`config.mk`:
```
export PLATFORM = sky130hd
export DESIGN_NAME = sp_irq_ctrl
export DESIGN_NICKNAME = d
export VERILOG_FILES = /design/src/rtl/sp_irq_pkg.sv /design/src/rtl/sp_irq_cfg.sv /design/src/rtl/sp_irq_dir.sv /design/src/rtl/sp_irq_arb.sv /design/src/rtl/sp_irq_slot.sv /design/src/rtl/sp_irq_ctrl.sv
export SDC_FILE = /design/constraint.sdc
export NUM_CORES = 1
export LEC_CHECK = 0
export BUFFER_PORTS_ARGS = -buffer_cell sky130_fd_sc_hd__buf_2
export CAP_MARGIN = 20
export CORE_MARGIN = 2
export CORE_UTILIZATION = 40
export DETAILED_ROUTE_END_ITERATION = 8
export PLACE_DENSITY = 0.75
export SETUP_SLACK_MARGIN = 0.5
export SYNTH_ARGS = -nofsm -noshare
export SYNTH_HDL_FRONTEND = slang
export SYNTH_SLANG_ARGS = --single-unit
```
`constraint.sdc`:
```
create_clock -name clk -period 1.7 [get_ports clk]
set_input_delay 0.34 -clock clk [delete_from_list [all_inputs] [get_ports clk]]
set_output_delay 0.34 -clock clk [all_outputs]
set_load 0.02 [all_outputs]
```
`src/rtl/sp_irq_pkg.sv`:
```
package sp_irq_pkg;

    localparam int CFG_W = 6;

    // Packed with tx_en as bit 0 up to rx_exc_en as bit 5.
    typedef struct packed {
        logic rx_exc_en;
        logic tx_exc_en;
        logic rxl_en;
        logic txl_en;
        logic rx_en;
        logic tx_en;
    } irq_cfg_t;

    typedef struct packed {
        logic data_flag;
        logic err_flag;
    } dir_stat_t;

    typedef enum logic [1:0] {
        REQ_NONE = 2'd0,
        REQ_DATA = 2'd1,
        REQ_EXC  = 2'd2
    } req_kind_t;

    localparam int DIR_TX = 0;
    localparam int DIR_RX = 1;
    localparam int N_DIR  = 2;

    // Exception outranks the ordinary data request.
    function automatic req_kind_t pick_req(logic data_en, logic data_flag,
                                           logic exc_en, logic exc_flag);
        if (exc_en && exc_flag)
            return REQ_EXC;
        else if (data_en && data_flag)
            return REQ_DATA;
        else
            return REQ_NONE;
    endfunction

endpackage

```
`src/rtl/sp_irq_cfg.sv`:
```
module sp_irq_cfg
    import sp_irq_pkg::*;
(
    input  logic             clk,
    input  logic             rst,
    input  logic             sw_rst,
    input  logic             cfg_wr,
    input  logic [CFG_W-1:0] cfg_wdata,
    output irq_cfg_t         cfg
);

    irq_cfg_t cfg_q;

    always_ff @(posedge clk) begin
        if (rst || sw_rst)
            cfg_q <= '0;
        else if (cfg_wr)
            cfg_q <= irq_cfg_t'(cfg_wdata);
    end

    assign cfg = cfg_q;

endmodule

```
`src/rtl/sp_irq_dir.sv`:
```
module sp_irq_dir
    import sp_irq_pkg::*;
(
    input  logic      clk,
    input  logic      rst,
    input  logic      data_set,
    input  logic      data_clr,
    input  logic      err_set,
    input  logic      stat_rd,
    output dir_stat_t stat
);

    logic data_q, err_q, armed_q;
    logic data_d, err_d, armed_d;

    always_comb begin
        data_d = data_q;
        if (data_set)
            data_d = 1'b1;
        else if (data_clr)
            data_d = 1'b0;

        err_d = err_q;
        if (err_set)
            err_d = 1'b1;
        else if (armed_q && data_clr)
            err_d = 1'b0;

        armed_d = armed_q;
        if (!err_d)
            armed_d = 1'b0;
        else if (stat_rd && err_q)
            armed_d = 1'b1;
    end

    always_ff @(posedge clk) begin
        if (rst) begin
            data_q  <= 1'b0;
            err_q   <= 1'b0;
            armed_q <= 1'b0;
        end else begin
            data_q  <= data_d;
            err_q   <= err_d;
            armed_q <= armed_d;
        end
    end

    assign stat.data_flag = data_q;
    assign stat.err_flag  = err_q;

endmodule

```
`src/rtl/sp_irq_arb.sv`:
```
module sp_irq_arb
    import sp_irq_pkg::*;
(
    input  logic      data_en,
    input  logic      exc_en,
    input  dir_stat_t stat,
    output logic      req_data,
    output logic      req_exc
);

    req_kind_t kind;

    always_comb begin
        kind     = pick_req(data_en, stat.data_flag, exc_en, stat.err_flag);
        req_data = (kind == REQ_DATA);
        req_exc  = (kind == REQ_EXC);
    end

endmodule

```
`src/rtl/sp_irq_slot.sv`:
```
module sp_irq_slot #(
    parameter int DIV_W = 5
) (
    input  logic             clk,
    input  logic             rst,
    input  logic [DIV_W-1:0] frame_div,
    input  logic             txl_en,
    input  logic             rxl_en,
    input  logic             last_slot_start,
    input  logic             last_slot_end,
    output logic             irq_tx_last,
    output logic             irq_rx_last
);

    logic network;
    assign network = |frame_div;

    always_ff @(posedge clk) begin
        if (rst) begin
            irq_tx_last <= 1'b0;
            irq_rx_last <= 1'b0;
        end else begin
            irq_tx_last <= network && txl_en && last_slot_start;
            irq_rx_last <= network && rxl_en && last_slot_end;
        end
    end

endmodule

```
`src/rtl/sp_irq_ctrl.sv`:
```
module sp_irq_ctrl
    import sp_irq_pkg::*;
#(
    parameter int N_TX  = 2,
    parameter int DIV_W = 5
) (
    input  logic             clk,
    input  logic             rst,
    input  logic             sw_rst,
    input  logic             cfg_wr,
    input  logic [CFG_W-1:0] cfg_wdata,
    input  logic [DIV_W-1:0] frame_div,
    input  logic [N_TX-1:0]  tx_wr,
    input  logic [N_TX-1:0]  tx_chan_en,
    input  logic             tx_dummy_wr,
    input  logic             tx_empty_set,
    input  logic             tx_underrun_evt,
    input  logic             rx_full_set,
    input  logic             rx_read,
    input  logic             rx_overrun_evt,
    input  logic             stat_read,
    input  logic             last_slot_start,
    input  logic             last_slot_end,
    output logic             irq_tx,
    output logic             irq_tx_exc,
    output logic             irq_rx,
    output logic             irq_rx_exc,
    output logic             irq_tx_last,
    output logic             irq_rx_last,
    output logic             tx_empty,
    output logic             rx_full,
    output logic             tx_underrun,
    output logic             rx_overrun
);

    irq_cfg_t cfg;

    sp_irq_cfg u_cfg (
        .clk       (clk),
        .rst       (rst),
        .sw_rst    (sw_rst),
        .cfg_wr    (cfg_wr),
        .cfg_wdata (cfg_wdata),
        .cfg       (cfg)
    );

    // A transmit access counts only for channels that are switched on.
    logic [N_TX-1:0] tx_hit;
    genvar gc;
    generate
        for (gc = 0; gc < N_TX; gc++) begin : g_txch
            assign tx_hit[gc] = tx_wr[gc] && tx_chan_en[gc];
        end
    endgenerate

    logic tx_access;
    assign tx_access = (|tx_hit) || tx_dummy_wr;

    logic      [N_DIR-1:0] d_set, d_clr, e_set, d_en, x_en, r_data, r_exc;
    dir_stat_t             stat [N_DIR];

    assign d_set[DIR_TX] = tx_empty_set;
    assign d_clr[DIR_TX] = tx_access;
    assign e_set[DIR_TX] = tx_underrun_evt;
    assign d_en [DIR_TX] = cfg.tx_en;
    assign x_en [DIR_TX] = cfg.tx_exc_en;

    assign d_set[DIR_RX] = rx_full_set;
    assign d_clr[DIR_RX] = rx_read;
    assign e_set[DIR_RX] = rx_overrun_evt;
    assign d_en [DIR_RX] = cfg.rx_en;
    assign x_en [DIR_RX] = cfg.rx_exc_en;

    genvar gd;
    generate
        for (gd = 0; gd < N_DIR; gd++) begin : g_dir
            sp_irq_dir u_flags (
                .clk      (clk),
                .rst      (rst),
                .data_set (d_set[gd]),
                .data_clr (d_clr[gd]),
                .err_set  (e_set[gd]),
                .stat_rd  (stat_read),
                .stat     (stat[gd])
            );

            sp_irq_arb u_arb (
                .data_en  (d_en[gd]),
                .exc_en   (x_en[gd]),
                .stat     (stat[gd]),
                .req_data (r_data[gd]),
                .req_exc  (r_exc[gd])
            );
        end
    endgenerate

    sp_irq_slot #(.DIV_W(DIV_W)) u_slot (
        .clk             (clk),
        .rst             (rst),
        .frame_div       (frame_div),
        .txl_en          (cfg.txl_en),
        .rxl_en          (cfg.rxl_en),
        .last_slot_start (last_slot_start),
        .last_slot_end   (last_slot_end),
        .irq_tx_last     (irq_tx_last),
        .irq_rx_last     (irq_rx_last)
    );

    assign irq_tx      = r_data[DIR_TX];
    assign irq_tx_exc  = r_exc[DIR_TX];
    assign irq_rx      = r_data[DIR_RX];
    assign irq_rx_exc  = r_exc[DIR_RX];
    assign tx_empty    = stat[DIR_TX].data_flag;
    assign tx_underrun = stat[DIR_TX].err_flag;
    assign rx_full     = stat[DIR_RX].data_flag;
    assign rx_overrun  = stat[DIR_RX].err_flag;

endmodule

```
# After elaboration in Yosys (flattened, before gate mapping)
# Cells that the tools add are included.
[word_totals] output_inout_bits=10 reg_bits=14 inputBits=28
[classes] n_bitwise=2 n_reduce_logical=22 mux=12 n_eq_ne=4
[op_table] op="logical AND 1 bit" count=14
[op_table] op="2-to-1 mux 1 bit" count=10
[op_table] op="OR reduction 2 bit" count=3
[op_table] op="OR reduction 5 bit" count=1
[op_table] op="equality test 2 x 1 -> 1 bit (second input constant)" count=2
[op_table] op="equality test 2 bit (second input constant)" count=2
[op_table] op="2-to-1 mux 2 bit" count=2
[op_table] op="nonzero test 2 bit" count=2
[op_table] op="logical OR 1 bit" count=2
[op_table] op="inverter 1 bit" count=2

# Longest topological paths before layout
# Gate-level depths: netlist (run 1).
[logic_depth] ltp_word=8 ltp_mapped=4

# Modules after synthesis
# A second synthesis (run 1) with hierarchy kept.
[hier_totals] hier_cells=64 hier_area_um2=603.1
[by_module_without_submodules] mod="sp_irq_dir" area_per_inst_um2=128.9 seq_area_each_um2=60.1 instances=2 cells_per_inst=14
[by_module_without_submodules] mod="sp_irq_cfg" area_per_inst_um2=219.0 seq_area_each_um2=120.1 instances=1 cells_per_inst=21
[by_module_without_submodules] mod="sp_irq_slot" area_per_inst_um2=78.8 seq_area_each_um2=40.0 instances=1 cells_per_inst=8
[by_module_without_submodules] mod="sp_irq_arb" area_per_inst_um2=18.8 seq_area_each_um2=0.0 instances=2 cells_per_inst=3
[by_module_without_submodules] mod="sp_irq_ctrl" area_per_inst_um2=10.0 seq_area_each_um2=0.0 instances=1 cells_per_inst=1

# Worst setup path before layout (run 1)
# OpenSTA, ideal clock, no wires.
[synth_path] kind="register to output" from="register g_dir[0].u_flags.err_q" to="output irq_tx" path_stages_with_launch=3 arrival_ns=0.966 required_ns=1.360 setup_slack_ns=0.394 path_cell_list="dfxtp_1 -> and2_1 -> nor2_1"
[synth_via] elab_chain_cells=3
[synth_lines] item="from (decl)" line="sp_irq_dir.sv:13" source="logic data_q, err_q, armed_q;"
[synth_lines] item="from (signal assigned)" line="sp_irq_dir.sv:43" source="err_q <= err_d;"
[synth_lines] item="logical AND 1 bit" line="sp_irq_pkg.sv:33" source="if (exc_en && exc_flag)"
[synth_lines] item="2-to-1 mux 2 bit" line="sp_irq_pkg.sv:33"
[synth_lines] item="equality test 2 x 1 -> 1 bit" line="sp_irq_arb.sv:15" source="req_data = (kind == REQ_DATA);"
[synth_lines] item="to (decl)" line="sp_irq_ctrl.sv:24" source="output logic irq_tx,"
# No other way between the ends.

# Final worst setup path (run 1)
[layout_path] from="register u_cfg.cfg_q (netlist bit u_cfg.cfg[4])" to="output irq_tx"
[layout_via] elab_chain_cells=3
[layout_lines] item="from (decl)" line="sp_irq_cfg.sv:12" source="irq_cfg_t cfg_q;"
[layout_lines] item="from (signal assigned)" line="sp_irq_cfg.sv:18" source="cfg_q <= irq_cfg_t'(cfg_wdata);"
[layout_lines] item="logical AND 1 bit" line="sp_irq_pkg.sv:33"
[layout_lines] item="2-to-1 mux 2 bit" line="sp_irq_pkg.sv:33"
[layout_lines] item="equality test 2 x 1 -> 1 bit" line="sp_irq_arb.sv:15"
# No other way between the ends.

==> metrics.txt, run 1 <==
# TYPE chip_impl_metric gauge
chip_impl_metric{name="tightestPinTransition",unit="ps"} 272
chip_impl_metric{name="row_count",unit=""} 13
chip_impl_metric{name="area_growth_syn_to_layout",unit="%"} 58.7
chip_impl_metric{name="met2_usage",unit=""} 0.242
chip_impl_info{name="netlist.top_cell.by_area",value="sky130_fd_sc_hd__dfxtp_1"} 1
chip_impl_metric{name="clock-skew-final",unit="ps"} 1.70
chip_impl_info{name="clock_tree.root_cell",value="sky130_fd_sc_hd__clkbuf_4"} 1
chip_impl_info{name="yosys-top-cells-count",value="sky130_fd_sc_hd__dfxtp_1 (14), sky130_fd_sc_hd__nor2_1 (12), sky130_fd_sc_hd__a21oi_1 (7)"} 1
chip_impl_metric{name="post-route-drc-count",unit=""} 0
chip_impl_info{name="synthMostInstantiatedCell",value="sky130_fd_sc_hd__dfxtp_1"} 1
chip_impl_metric{name="die-height",unit="um"} 40.4
chip_impl_metric{name="track_usage",unit=""} 0.156
chip_impl_info{name="gr-max-usage-layer",value="met2"} 1
chip_impl_metric{name="fp.coreArea",unit="sq mm"} 0.00127
chip_impl_metric{name="ir_worst_vdd",unit="mV"} 0.682
chip_impl_metric{name="power.switching",unit="W"} 0.000162
chip_impl_metric{name="io_buffers",unit=""} 37
chip_impl_metric{name="clk_pin_slew_worst_paths",unit="ps"} 80
chip_impl_metric{name="seqPwrFrac",unit=""} 0.507
chip_impl_metric{name="relative_slew_margins",unit=""} 0.819
chip_impl_metric{name="dpl.hpwl",unit="um"} 847
chip_impl_metric{name="yosys.cell_types.count",unit=""} 16
chip_impl_info{name="hp-class",value="in -> reg"} 1
chip_impl_metric{name="comb_pwr_share",unit=""} 0.154
chip_impl_metric{name="drtIter0Drc",unit=""} 6
chip_impl_metric{name="detail_route.wl_per_cell",unit="um"} 10.1
chip_impl_info{name="critPathLaunchType",value="flop"} 1
chip_impl_metric{name="power.static_leakage",unit="nW"} 0.427
chip_impl_metric{name="critPathRequiredTime",unit="ps"} 1360
chip_impl_metric{name="drt.antenna.violating_nets",unit=""} 0
chip_impl_metric{name="fp.dieArea",unit="sq mm"} 0.00163
chip_impl_metric{name="postSynthNetCount",unit=""} 87
chip_impl_metric{name="setup_viol",unit=""} 0
chip_impl_metric{name="timing.final.crit_period",unit="ps"} 1290
chip_impl_info{name="cts_tree",value="built"} 1
chip_impl_metric{name="cts.path.max_buffers",unit=""} 2
chip_impl_metric{name="drt-pass1-iter-count",unit=""} 4
chip_impl_metric{name="layout-drive-gt1-share",unit=""} 0.560
chip_impl_metric{name="finalHoldViolations",unit=""} 0
chip_impl_metric{name="totalWireLength",unit="um"} 1160
chip_impl_metric{name="synth_enable_flop_cells",unit=""} 0
chip_impl_metric{name="maxClockFrequency",unit="MHz"} 773
chip_impl_info{name="critical_path_class",value="reg -> out"} 1
chip_impl_metric{name="synth_top_area_share",unit=""} 0.528
chip_impl_metric{name="final_min_period_over_clock_period",unit=""} 0.761
chip_impl_metric{name="synth.yosys.seq_area_share",unit=""} 0.528
chip_impl_metric{name="drv_slew",unit=""} 0
chip_impl_metric{name="timing.hold.ws",unit="ps"} 265
chip_impl_metric{name="htree_levels",unit=""} 1
chip_impl_info{name="most_used_flip_flop_cell_after_synthesis",value="sky130_fd_sc_hd__dfxtp_1"} 1
chip_impl_metric{name="post_synthesis_instance_total",unit=""} 59
chip_impl_metric{name="yosysWarnings",unit=""} 0
chip_impl_metric{name="maxCapViolations",unit=""} 0
chip_impl_metric{name="grt.met1_usage",unit=""} 0.170
chip_impl_metric{name="worst-endpoint-arrival",unit="ps"} 950
chip_impl_metric{name="clk_network_pwr_share",unit=""} 0.339
chip_impl_metric{name="post_synth_instance_area",unit="sq um"} 531
chip_impl_metric{name="number_of_buffers_added_by_the_clock_tree_synthesis_step",unit=""} 3
chip_impl_info{name="run_status",value="complete, no violations"} 1
chip_impl_metric{name="maximum_number_of_pins_on_one_net_before_global_route_repair",unit=""} 9
chip_impl_metric{name="cts_hold_repair.buffers",unit=""} 0
chip_impl_metric{name="global_route.usage.met3",unit=""} 0.106
chip_impl_metric{name="initial_antenna_violation_count",unit=""} 0
chip_impl_metric{name="ports_placed_on_the_boundary",unit=""} 38
chip_impl_metric{name="vias_per_cell",unit=""} 4.67
chip_impl_metric{name="synthArstFlopShare",unit=""} 0
chip_impl_metric{name="insertedDiodeCount",unit=""} 0
chip_impl_metric{name="grt_first_pass_wirelength",unit="um"} 1600
chip_impl_metric{name="final_net_count",unit=""} 129
chip_impl_metric{name="power.internal",unit="W"} 0.000532
chip_impl_metric{name="initial_core_util",unit=""} 0.418
chip_impl_metric{name="worst-path-max-fanout",unit=""} 2
chip_impl_metric{name="cts_sinks",unit=""} 14
chip_impl_metric{name="pwr_density_cell",unit="mW/mm^2"} 824
chip_impl_metric{name="worst_skew_pair.late_latency",unit="ps"} 280
chip_impl_info{name="yosys-top-cells-area",value="sky130_fd_sc_hd__dfxtp_1 (53%), sky130_fd_sc_hd__mux2i_1 (11%), sky130_fd_sc_hd__nor2_1 (8.5%)"} 1
chip_impl_metric{name="grt-ovfl-total",unit=""} 0
chip_impl_metric{name="sw_frac_of_total",unit=""} 0.234
chip_impl_info{name="setup.worst_path.end_class",value="output pin"} 1
chip_impl_metric{name="chipWidth",unit="um"} 40.4
chip_impl_metric{name="via_count",unit=""} 537
chip_impl_metric{name="synth_register_bits",unit=""} 14
chip_impl_metric{name="via_count_of_the_first_global_routing_pass",unit=""} 400
chip_impl_metric{name="syn-mean-instance-area",unit="sq um"} 8.99
chip_impl_info{name="rsz0062_at_grt",value="yes"} 1
chip_impl_metric{name="globalplace.congestion",unit=""} 0.661
chip_impl_metric{name="total_negative_setup_slack",unit="ps"} 0
## kinds of logic (layout without fill, tap and decap cells)
kind of cell / after synthesis / count (layout) / share of synthesized area
AO/OA/AOI/OAI: 10 / 10 / 0.120
buffers and inverters: 6 / 47 / 0.0471
flip-flops: 14 / 14 / 0.528
multiplexers: 6 / 6 / 0.113
AND/OR/NAND/NOR: 23 / 23 / 0.191
## area by class of cell
| class | instances | area (sq um) |
|---|---|---|
| clock buffer | 4 | 36.3 |
| fill | 99 | 427 |
| inverter | 3 | 11.3 |
| multi-input combinational | 39 | 245 |
| sequential | 14 | 288 |
| tap | 15 | 18.8 |
| timing repair buffer | 40 | 243 |
## power by group through the flow
stage / logic, W / registers [W] / clock network [W]
2_1_floorplan: 0.0000386 / 0.000366 / 0
3_3_place_gp: 0.0000881 / 0.000359 / 0
3_5_place_dp: 0.0000895 / 0.000359 / 0
4_1_cts: 0.0000982 / 0.000352 / 0.000247
5_1_grt: 0.000117 / 0.000354 / 0.000260
6_report: 0.000107 / 0.000352 / 0.000235
## state kept, by name, indices dropped and copies added (netlist names)
name and count:
u_slot.irq_rx_last 1, u_slot.irq_tx_last 1, g_dir.u_flags.armed_q 2, g_dir.u_flags.data_q 2, g_dir.u_flags.err_q 2, u_cfg.cfg 6
## timing repair
action,CTS,global route
gates resized for setup,12,7
hold endpoints to repair,0,0
pin swaps,4,1
setup endpoints to repair,4,6
setup buffers,2,1
## through the flow
stage               power (W)  cell area [sq um]  instances   util  setup slack [ps]
floorplan            0.000405                548         59      -               528
CTS                  0.000696                813        114  0.641               392
finish               0.000694                842        115  0.664               407
detailed placement   0.000448                738        108  0.582               491
global placement     0.000447                738        108  0.582               539
global route         0.000731                842        115  0.664               367
## worst max-delay path, stage by stage (launching register included)
cell	delay (ps)
sky130_fd_sc_hd__dfxtp_2	320
sky130_fd_sc_hd__and2_4	160
sky130_fd_sc_hd__nor2_4	70
sky130_fd_sc_hd__buf_6	110
## metal layers
layer,vias up,share of wire
met3,0,0.10
met1,235,0.43
li1,279,-
met5,-,0
met4,0,0
met2,23,0.47
## path summary, 6_finish.rpt
kind         cells after the start  slack, ps                              start                               endpoint
max                              3        410          u_cfg.cfg[4]$_SDFFE_PP0P_                                 irq_tx
max reg2reg                      4        780  g_dir[0].u_flags.err_q$_SDFF_PP0_  g_dir[0].u_flags.armed_q$_SDFFE_PP0P_
min                              3        270                       tx_empty_set   g_dir[0].u_flags.data_q$_SDFFE_PP0P_
min reg2reg                      1        480          u_cfg.cfg[3]$_SDFFE_PP0P_          u_slot.irq_rx_last$_SDFF_PP0_
## placed cells by master (no fill, tap or decap), drive strengths merged
| cell type | count |
|---|---|
| and2 | 2 |
| or2 | 1 |
| buf | 40 |
| a221oi | 1 |
| nor3 | 2 |
| a311oi | 1 |
| o21ai | 1 |
| nor2 | 12 |
| inv | 3 |
| dfxtp | 14 |
| mux2i | 6 |
| nand2 | 4 |
| a21oi | 7 |
| clkbuf | 4 |
| and3 | 2 |
No activity file was read; power rests on OpenSTA's default activity.
==> inputs of run 2 (changes only) <==
ABC_AREA = 1   (was unset)
CORE_UTILIZATION = 38   (was 40)
PLACE_DENSITY = 0.71   (was 0.75)
clock period = 1.3 ns   (was 1.7 ns; I/O delays follow)
==> run 2 against run 1 <==
  * Die area up 7.2%
  * Flip-flop and latch count did not move
  * Non-clock buffer count rose by 6
  * Combinational power is 64% higher
  * Synthesized cell count is 27% higher
  * Clock skew grew 7.8 ps
  * Register-to-register slack worse by 380 ps
  * Largest power group unchanged
==> metrics.txt, run 2 <==
# TYPE chip_impl_metric gauge
chip_impl_metric{name="worstPathBufferInverterCount",unit=""} 1
chip_impl_metric{name="io_buffers",unit=""} 37
chip_impl_metric{name="cts_hold_repair.buffers",unit=""} 0
chip_impl_metric{name="finalHoldViolations",unit=""} 0
chip_impl_metric{name="timing.critical_path.slowest_cell_delay",unit="ps"} 360
chip_impl_metric{name="yosysWarnings",unit=""} 0
chip_impl_metric{name="synth_top_area_share",unit=""} 0.515
chip_impl_metric{name="tightestPinTransition",unit="ps"} 151
chip_impl_metric{name="total_negative_setup_slack",unit="ps"} 0
chip_impl_info{name="endpoint_of_the_worst_hold_path",value="u_cfg.cfg[0]$_SDFFE_PP0P_"} 1
chip_impl_info{name="rsz0062_at_grt",value="yes"} 1
chip_impl_metric{name="power.static_leakage",unit="nW"} 0.519
chip_impl_metric{name="sw_frac_of_total",unit=""} 0.264
chip_impl_metric{name="synth_enable_flop_cells",unit=""} 0
chip_impl_metric{name="critPathRequiredTime",unit="ps"} 1040
chip_impl_metric{name="globalplace.congestion",unit=""} 0.701
chip_impl_metric{name="rr_worst_depth",unit=""} 4
chip_impl_info{name="yosys-top-cells-count",value="sky130_fd_sc_hd__nand2_1 (23), sky130_fd_sc_hd__dfxtp_1 (14), sky130_fd_sc_hd__a21oi_1 (11)"} 1
chip_impl_metric{name="seqPwrFrac",unit=""} 0.519
chip_impl_info{name="synthMostInstantiatedCell",value="sky130_fd_sc_hd__nand2_1"} 1
chip_impl_metric{name="comb_pwr_share",unit=""} 0.198
chip_impl_metric{name="ports_placed_on_the_boundary",unit=""} 38
chip_impl_info{name="regToRegEndpoint",value="g_dir[1].u_flags.armed_q$_SDFFE_PP0P_"} 1
chip_impl_metric{name="synth.yosys.seq_area_share",unit=""} 0.515
chip_impl_metric{name="dpl.hpwl",unit="um"} 949
chip_impl_metric{name="clk_network_pwr_share",unit=""} 0.283
chip_impl_metric{name="maxClockFrequency",unit="MHz"} 819
chip_impl_metric{name="post_synth_instance_area",unit="sq um"} 544
chip_impl_info{name="run_status",value="complete, no violations"} 1
chip_impl_metric{name="clock-skew-final",unit="ps"} 9.45
chip_impl_metric{name="via_count",unit=""} 656
chip_impl_metric{name="worst_skew_pair.late_latency",unit="ps"} 280
chip_impl_metric{name="syn-mean-instance-area",unit="sq um"} 7.26
chip_impl_metric{name="power.internal",unit="W"} 0.000655
chip_impl_metric{name="track_usage",unit=""} 0.168
chip_impl_metric{name="via_count_of_the_first_global_routing_pass",unit=""} 579
chip_impl_metric{name="timing.final.crit_period",unit="ps"} 1220
chip_impl_metric{name="chipWidth",unit="um"} 41.8
chip_impl_metric{name="final_cell_count_no_fill",unit=""} 140
chip_impl_metric{name="fp.dieArea",unit="sq mm"} 0.00175
chip_impl_metric{name="maxCapViolations",unit=""} 0
chip_impl_metric{name="cts.path.max_buffers",unit=""} 2
chip_impl_metric{name="insertedDiodeCount",unit=""} 0
chip_impl_metric{name="post-route-drc-count",unit=""} 0
chip_impl_metric{name="post_synthesis_instance_total",unit=""} 75
chip_impl_metric{name="vias_per_cell",unit=""} 4.69
chip_impl_metric{name="worst-path-max-fanout",unit=""} 2
chip_impl_metric{name="row_count",unit=""} 13
chip_impl_info{name="timing.critical_path.max_delay_family",value="flip-flops"} 1
chip_impl_metric{name="worst-endpoint-arrival",unit="ps"} 960
chip_impl_info{name="reg_to_reg_critical_path_startpoint",value="g_dir[1].u_flags.err_q$_SDFF_PP0_"} 1
chip_impl_metric{name="drt.antenna.violating_nets",unit=""} 0
chip_impl_metric{name="area_growth_syn_to_layout",unit="%"} 80.7
chip_impl_metric{name="timing.final.ws_setup",unit="ps"} 78.8
chip_impl_metric{name="flip_flop_count_of_the_largest_register_all_copies_and_words_added",unit=""} 6
chip_impl_metric{name="number_of_buffers_added_by_the_clock_tree_synthesis_step",unit=""} 3
chip_impl_metric{name="maximum_number_of_pins_on_one_net_before_global_route_repair",unit=""} 9
chip_impl_info{name="hp-class",value="in -> reg"} 1
chip_impl_metric{name="relative_slew_margins",unit=""} 0.899
chip_impl_metric{name="clk_pin_slew_worst_paths",unit="ps"} 90
chip_impl_metric{name="detail_route.wl_per_cell",unit="um"} 10.7
chip_impl_info{name="clock_tree.root_cell",value="sky130_fd_sc_hd__clkbuf_4"} 1
chip_impl_metric{name="drv_slew",unit=""} 0
chip_impl_metric{name="postSynthNetCount",unit=""} 103
chip_impl_info{name="netlist.top_cell.by_area",value="sky130_fd_sc_hd__dfxtp_1"} 1
chip_impl_metric{name="drt-pass1-iter-count",unit=""} 4
chip_impl_metric{name="grt-ovfl-total",unit=""} 0
chip_impl_info{name="critPathLaunchType",value="flop"} 1
chip_impl_metric{name="initial_core_util",unit=""} 0.413
chip_impl_metric{name="power.switching",unit="W"} 0.000235
chip_impl_info{name="setup.worst_path.end_class",value="output pin"} 1
chip_impl_metric{name="cts_sinks",unit=""} 14
chip_impl_metric{name="pwr_density_cell",unit="mW/mm^2"} 905
chip_impl_metric{name="htree_levels",unit=""} 1
chip_impl_metric{name="final_min_period_over_clock_period",unit=""} 0.939
chip_impl_metric{name="fp.coreArea",unit="sq mm"} 0.00132
chip_impl_metric{name="hold-path-cell-count",unit=""} 3
chip_impl_metric{name="dp.cells",unit=""} 127
chip_impl_metric{name="detailedPlace.worstSlack",unit="ps"} 368
chip_impl_metric{name="layout-drive-gt1-share",unit=""} 0.616
chip_impl_info{name="most_common_library_cell_in_the_layout_ignoring_fill_and_taps",value="sky130_fd_sc_hd__buf_2"} 1
chip_impl_metric{name="final_net_count",unit=""} 154
chip_impl_info{name="critical_path_class",value="reg -> out"} 1
chip_impl_metric{name="totalWireLength",unit="um"} 1490
chip_impl_metric{name="initial_antenna_violation_count",unit=""} 0
chip_impl_info{name="timing.critical_path.slowest_stage_cell",value="sky130_fd_sc_hd__dfxtp_2"} 1
chip_impl_metric{name="yosys.cell_types.count",unit=""} 12
chip_impl_metric{name="synthArstFlopShare",unit=""} 0
chip_impl_info{name="most_used_flip_flop_cell_after_synthesis",value="sky130_fd_sc_hd__dfxtp_1"} 1
chip_impl_metric{name="setup_viol",unit=""} 0
chip_impl_metric{name="die-height",unit="um"} 41.8
chip_impl_info{name="cts_tree",value="built"} 1
chip_impl_metric{name="r2r_slack",unit="ps"} 400
chip_impl_info{name="yosys-top-cells-area",value="sky130_fd_sc_hd__dfxtp_1 (51%), sky130_fd_sc_hd__nand2_1 (16%), sky130_fd_sc_hd__a21oi_1 (10%)"} 1
chip_impl_metric{name="ir_worst_vdd",unit="mV"} 0.813
chip_impl_info{name="hold_path_startpoint",value="cfg_wdata[0]"} 1
chip_impl_metric{name="grt_first_pass_wirelength",unit="um"} 2260
chip_impl_metric{name="drtIter0Drc",unit=""} 11
chip_impl_info{name="layout_common_cells",value="sky130_fd_sc_hd__buf_2 (27), sky130_fd_sc_hd__nand2_1 (17), sky130_fd_sc_hd__buf_6 (13), sky130_fd_sc_hd__a21oi_1 (11), sky130_fd_sc_hd__dfxtp_2 (8)"} 1
chip_impl_info{name="timing.critical_path.cells",value="nand2_2 -> nor2_4 -> buf_6"} 1
chip_impl_metric{name="synth_register_bits",unit=""} 14
## run 2: cell count changes in the layout (fill, tap and decap cells not counted), moves of 5 or more
cell,change
sky130_fd_sc_hd__nor2_1,-7
sky130_fd_sc_hd__buf_2,-5
sky130_fd_sc_hd__nand2_1,+13
sky130_fd_sc_hd__nand2_2,+6
sky130_fd_sc_hd__mux2i_1,-6
sky130_fd_sc_hd__buf_6,+7
## run 2: kinds of logic (layout without fill, tap and decap cells)
logic type | after synthesis | count (layout) | synth area share
flip-flops | 14 | 14 | 0.515
AO/OA/AOI/OAI | 12 | 12 | 0.115
buffers and inverters | 13 | 63 | 0.0897
AND/OR/NAND/NOR | 36 | 36 | 0.280
## run 2: power groups by stage
| stage | sequential [W] | combinational (W) | clock, W |
|---|---|---|---|
| floorplan | 0.000481 | 0.0000464 | 0 |
| global placement | 0.000470 | 0.000118 | 0 |
| detailed placement | 0.000471 | 0.000119 | 0 |
| CTS | 0.000460 | 0.000150 | 0.000254 |
| global route | 0.000464 | 0.000193 | 0.000285 |
| finish | 0.000462 | 0.000176 | 0.000252 |
## run 2: per-stage QoR
stage / cell area [sq um] / hold slack, ps / utilization / total power [W]
6_report: 983 / 204 / 0.746 / 0.000890
5_1_grt: 983 / 210 / 0.746 / 0.000943
4_1_cts: 917 / 193 / 0.696 / 0.000864
3_5_place_dp: 793 / 453 / 0.602 / 0.000590
3_3_place_gp: 793 / 451 / 0.602 / 0.000589
2_1_floorplan: 589 / 319 / - / 0.000527
## run 2: per-layer routing
| metal | wire (um) | share of wire | track usage |
|---|---|---|---|
| met5 | 0 | 0 | 0 |
| met3 | 86 | 0.058 | 0.0435 |
| met2 | 772 | 0.52 | 0.281 |
| met4 | 44 | 0.029 | 0.0774 |
| met1 | 590 | 0.40 | 0.198 |
## run 2: final cells by class
type | instances | area, sq um
fillers | 113 | 334
repair buffers | 46 | 327
flip-flops and latches | 14 | 298
multi-input cells | 48 | 260
inverters | 13 | 53.8
clock buffers | 3 | 22.5
well taps | 15 | 18.8
clock inverters | 1 | 3.75
## run 2: worst max path at each step
stage | startpoint | end | slack (ps) | depth (start not counted)
finish | g_dir[0].u_flags.data_q$_SDFFE_PP0P_ | irq_tx | 80 | 3
global route | g_dir[0].u_flags.data_q$_SDFFE_PP0P_ | irq_tx | 40 | 3
CTS | g_dir[1].u_flags.err_q$_SDFF_PP0_ | irq_rx | 110 | 4
detailed placement | g_dir[1].u_flags.err_q$_SDFF_PP0_ | irq_rx | 370 | 4
global placement | g_dir[1].u_flags.err_q$_SDFF_PP0_ | irq_rx | 380 | 4
floorplan | g_dir[1].u_flags.err_q$_SDFF_PP0_ | irq_rx | 410 | 3
## run 2: worst register-to-register path, cell delays in order (launching register included)
cell and delay, ps:
sky130_fd_sc_hd__dfxtp_4 370, sky130_fd_sc_hd__buf_4 130, sky130_fd_sc_hd__buf_6 110, sky130_fd_sc_hd__a21oi_1 150, sky130_fd_sc_hd__a211oi_2 50
## run 2: repair_timing
item | in CTS | in global routing
gates resized for setup | 23 | 12
pin swaps | 2 | 4
setup endpoints to repair | 10 | 13
buffers inserted | 5 | 4
